## src/rtl/irqe_pkg.sv

```systemverilog
package irqe_pkg;
  localparam int INH_MUL = 0;
  localparam int INH_DIV = 1;
  localparam int INH_JMP = 2;
  localparam int INH_BR  = 3;
  localparam int INH_N   = 4;
endpackage

```

## src/rtl/irqe_gate.sv

```systemverilog
// Remembers requests, holds the global enable, and decides acceptance.
module irqe_gate #(
  parameter int INH_W = irqe_pkg::INH_N
) (
  input  logic             clk,
  input  logic             rst,
  input  logic             irq_req,
  input  logic             gie_set,
  input  logic [INH_W-1:0] inh,
  input  logic             entry_busy,
  output logic             take,
  output logic             gie
);
  logic pend_q;
  logic gie_q;
  logic want;
  logic blocked;

  assign want    = pend_q | irq_req;
  assign blocked = (|inh) | entry_busy;
  assign take    = want & gie_q & ~blocked;
  assign gie     = gie_q;

  always_ff @(posedge clk) begin
    if (rst) begin
      pend_q <= 1'b0;
      gie_q  <= 1'b0;
    end else begin
      pend_q <= want & ~take;
      if (take)         gie_q <= 1'b0;
      else if (gie_set) gie_q <= 1'b1;
    end
  end

  // after an acceptance the enable is low, so no second acceptance follows
  a_r7_no_back_to_back: assert property (@(posedge clk) disable iff (rst)
    take |=> !take);
  // nothing is accepted without the enable
  a_r6_needs_gie: assert property (@(posedge clk) disable iff (rst)
    !gie_q |-> !take);
endmodule

```

## src/rtl/irqe_entry.sv

```systemverilog
// Second entry slot: redirect, squash and return-address capture.
module irqe_entry #(
  parameter int AW = 32
) (
  input  logic          clk,
  input  logic          rst,
  input  logic          take,
  input  logic [AW-1:0] fd_pc,
  output logic          active,
  output logic [AW-1:0] epc
);
  logic          act_q;
  logic [AW-1:0] epc_q;

  assign active = act_q;
  assign epc    = epc_q;

  always_ff @(posedge clk) begin
    if (rst) begin
      act_q <= 1'b0;
      epc_q <= '0;
    end else begin
      act_q <= take;
      if (act_q) epc_q <= fd_pc;
    end
  end

  // the redirect slot lasts a single cycle
  a_r2_single_pulse: assert property (@(posedge clk) disable iff (rst)
    act_q |=> !act_q);
  // the return address is the fetch-slot address of the redirect cycle
  a_r4_epc_capture: assert property (@(posedge clk) disable iff (rst)
    act_q |=> (epc_q == $past(fd_pc)));
  // no write, no change
  a_r9_epc_hold: assert property (@(posedge clk) disable iff (rst)
    !act_q |=> $stable(epc_q));
endmodule

```

## src/rtl/irq_entry_ctrl.sv

```systemverilog
module irq_entry_ctrl #(
  parameter int              AW     = 32,
  parameter int              INH_W  = irqe_pkg::INH_N,
  parameter logic [AW-1:0]   VECTOR = 32'h0000_0100
) (
  input  logic             clk,
  input  logic             rst,
  input  logic             irq_req,
  input  logic             gie_set,
  input  logic [INH_W-1:0] inh_flags,
  input  logic [AW-1:0]    fd_pc,
  output logic             redir_valid,
  output logic [AW-1:0]    redir_addr,
  output logic             squash_fd,
  output logic             epc_we,
  output logic [AW-1:0]    epc,
  output logic             gie
);
  logic take;
  logic active;

  irqe_gate #(.INH_W(INH_W)) u_gate (
    .clk(clk), .rst(rst), .irq_req(irq_req), .gie_set(gie_set),
    .inh(inh_flags), .entry_busy(active), .take(take), .gie(gie)
  );

  irqe_entry #(.AW(AW)) u_entry (
    .clk(clk), .rst(rst), .take(take), .fd_pc(fd_pc),
    .active(active), .epc(epc)
  );

  assign redir_valid = active;
  assign redir_addr  = active ? VECTOR : '0;
  assign squash_fd   = active;
  assign epc_we      = active;

  // a redirect only ever follows a cycle with no blocker
  a_r5_no_entry_when_inhibited: assert property (@(posedge clk) disable iff (rst)
    $rose(redir_valid) |-> ($past(inh_flags) == '0));
  // enable is low while the redirect is out
  a_r7_gie_low_in_entry: assert property (@(posedge clk) disable iff (rst)
    redir_valid |-> !gie);
endmodule

```

## config.mk

```make
export PLATFORM = sky130hd
export DESIGN_NAME = irq_entry_ctrl
export DESIGN_NICKNAME = d
export VERILOG_FILES = /design/src/rtl/irqe_pkg.sv /design/src/rtl/irqe_gate.sv /design/src/rtl/irqe_entry.sv /design/src/rtl/irq_entry_ctrl.sv
export SDC_FILE = /design/constraint.sdc
export NUM_CORES = 1
export LEC_CHECK = 0
export ABC_AREA = 1
export BUFFER_PORTS_ARGS = -buffer_cell sky130_fd_sc_hd__clkbuf_2
export CAP_MARGIN = 5
export CORE_UTILIZATION = 40
export CTS_CLUSTER_SIZE = 28
export DETAILED_ROUTE_END_ITERATION = 8
export GPL_ROUTABILITY_DRIVEN = 0
export PLACE_DENSITY = 0.89
export SYNTH_ARGS = -nofsm -noshare
export SYNTH_HDL_FRONTEND = slang
export SYNTH_SLANG_ARGS = --single-unit
```

## constraint.sdc

```tcl
create_clock -name clk -period 1.1 [get_ports clk]
set_input_delay 0.11 -clock clk [delete_from_list [all_inputs] [get_ports clk]]
set_output_delay 0.11 -clock clk [all_outputs]
set_load 0.05 [all_outputs]
```

==> results.ini <==
[run_status]
status=completed

[clock_network]
ctsRootBufferMaster=clkbuf_8
clockBufferDepth=2
cts_sinks=35
clkSlewWorstSetupHoldPaths_ns=0.06
post_cts_buffers=0
clock_latency_ns=0.27
htree_levels=2
cts_tree=built
numCtsBuffers=5

[global_route]
grt_use_total=0.161
antenna_found_initial=0
globalRouteOverflowTotal=0
grt_pass1_wl_mm=5.13
grt_max_degree=35
first_global_vias=1203

[timing]
final_max_slew_viol_count=0
fin_crit_ns=1.05
finalCritPeriodShare=0.955
post-route-worst-setup-slack_ns=0.0490
rsz0062_at_grt=true
setup_viol=0
fin_skew_ns=0.00268
max_freq_mhz=951
finalHoldViolations=0

[setup_path]
startpoint=u_entry.active
crit_path_start_kind=flip-flop
cp_data_arrival_time_ns=0.94
worst_path_largest_cell_delay_ns=0.41
crit_path_top_delay_cell=dfxtp_2
cp-endpoint=squash_fd
crit_buf_inv=1
crit_family=flip-flops
cp.required_ns=0.99
r2r_cells=4
regToRegSetupSlack_ns=0.14
cp_num_cells=1
critPathMaxFanout=9
rr_startpoint=u_entry.active
endpoint_kind=output pin
worstSetupPathType=flip-flop to output pin
path_cells=clkbuf_4
rr_endpoint=u_entry.epc[6]

[detailed_routing]
dr_total_vias=1373
first_iter_violations=35
vias_per_cell=4.22
ant_nets=0
wl_per_cell_um=9.16
wirelength_mm=2.98
route.detailed.drc=0
dr.pass1.iters=4

[finish]
flow.area_growth_from_synthesis_pct=23.6
seqCellArea_um2=703
drive_above_1_share=0.321
multi_input_area_um2=589
fill_cells=378
final_cell_area_um2=1890
nets=316
diodes=0
layout.cells.non_filler=325

[pwr]
pwr-share-clk=0.333
power_density_nw_per_um2=1340
power_leakage_nw=1.08
p_int_mw=1.80
p_seq_frac=0.507
power.switching_uw=746
p_sw_frac=0.293
comb_power_share=0.160
ir_drop_mv=0.567
power_mw=2.55

[die]
die_area_um2=4080
die_y_um=63.9
row_count=22
pin_count=108
fp.coreArea_um2=3660
die-width_um=63.9
start_util=0.418

[synth]
synthCells=203
ys_seq_elements=35
yosysWarnings=0
syn_area_um2=1530
syn_avg_cell_area_um2=7.54
seq_area_frac_synth=0.458
ys_types=13

[run]
max-cap-violations=0

[placed_design]
pre_cts_ws_ns=0.133
placed_area_um2=1800
placed_cells=317
port_buffers=76
post-dp-hpwl_mm=2.19

[hold_path]
min_path_type=input port to flip-flop

[sequential cells by signal, indices dropped and copies added, names as in the netlist]
name            cells
u_entry.epc        32
u_entry.active      1
u_gate.gie          1
u_gate.pend_q       1
[synthesized netlist by cell type (all sizes together)]
cell type	count	area [µm²]
nand2	8	30.0
inv	9	33.8
o21ai	33	165
dfxtp	35	701
nor2	74	278
conb	1	3.75
clkbuf	2	8.75
buf	41	312
[cells in the final DEF, fill, tap and decap left out]
| master | Yosys | layout |
|---|---|---|
| dfxtp_2 | 0 | 2 |
| o21ai_0 | 24 | 24 |
| inv_2 | 2 | 2 |
| clkbuf_2 | 1 | 72 |
| buf_4 | 35 | 4 |
| buf_12 | 0 | 1 |
| nor2_1 | 74 | 74 |
| conb_1 | 1 | 31 |
| clkbuf_4 | 0 | 2 |
| dfxtp_1 | 35 | 33 |
| clkbuf_8 | 0 | 5 |
| clkinv_2 | 0 | 1 |
| nand2_1 | 8 | 8 |
| inv_1 | 7 | 7 |
| o21ai_1 | 9 | 9 |
| clkbuf_1 | 1 | 2 |
[worst min-delay path by stage]
| stage | cells past startpoint | slack [ns] | endpoint | start |
|---|---|---|---|---|
| floorplan | 1 | 0.17 | u_entry.active | rst |
| global placement | 2 | 0.29 | u_entry.active | rst |
| detailed placement | 2 | 0.30 | u_entry.active | rst |
| finish | 2 | 0.02 | u_entry.active | rst |
| CTS | 2 | 0.001 | u_entry.active | rst |
| global route | 2 | 0.01 | u_entry.active | rst |
[timing repair]
item,CTS,global route
gates resized for setup,4,2
endpoints found under the setup margin,4,2
hold buffers,0,0
[metrics by stage]
stage                      util  setup TNS (ns)  hold WS, ns
final                     0.517               0       0.0168
after global routing      0.517        -0.00114       0.0143
after CTS                 0.517               0      0.00125
after detailed placement  0.492               0        0.301
after global placement    0.492               0        0.294
after floorplan               -               0        0.174
[power groups by stage]
stage / registers (mW) / clock network [mW] / logic (mW)
5_1_grt: 1.29 / 0.955 / 0.431
4_1_cts: 1.29 / 0.893 / 0.407
3_3_place_gp: 1.32 / 0 / 0.406
3_5_place_dp: 1.32 / 0 / 0.406
6_report: 1.29 / 0.847 / 0.407
2_1_floorplan: 1.36 / 0 / 0.367
[cells by family (layout without fill, tap and decap cells)]
| logic type | after synthesis | count (layout) | share of synthesized area |
|---|---|---|---|
| AND/OR/NAND/NOR | 82 | 82 | 0.201 |
| AO/OA/AOI/OAI | 33 | 33 | 0.108 |
| other | 1 | 31 | 0.00245 |
| buffers and inverters | 52 | 96 | 0.231 |
| flip-flops | 35 | 35 | 0.458 |
[area by class of cell]
class | count | area share
Inverter | 9 | 0.0178
Timing Repair Buffer | 79 | 0.225
Multi-Input combinational cell | 146 | 0.311
Tap cell | 48 | 0.0317
Clock buffer | 7 | 0.0403
Clock inverter | 1 | 0.00264
Sequential cell | 35 | 0.371
[metal layers]
metal	GRT usage	wire length, µm	up-vias
li1	-	-	708
met1	0.183	1220	589
met2	0.277	1490	74
met3	0.0571	252	2
met4	0.0597	12	0
met5	0	0	-
Note: power is estimated with default switching activity, not from simulation.
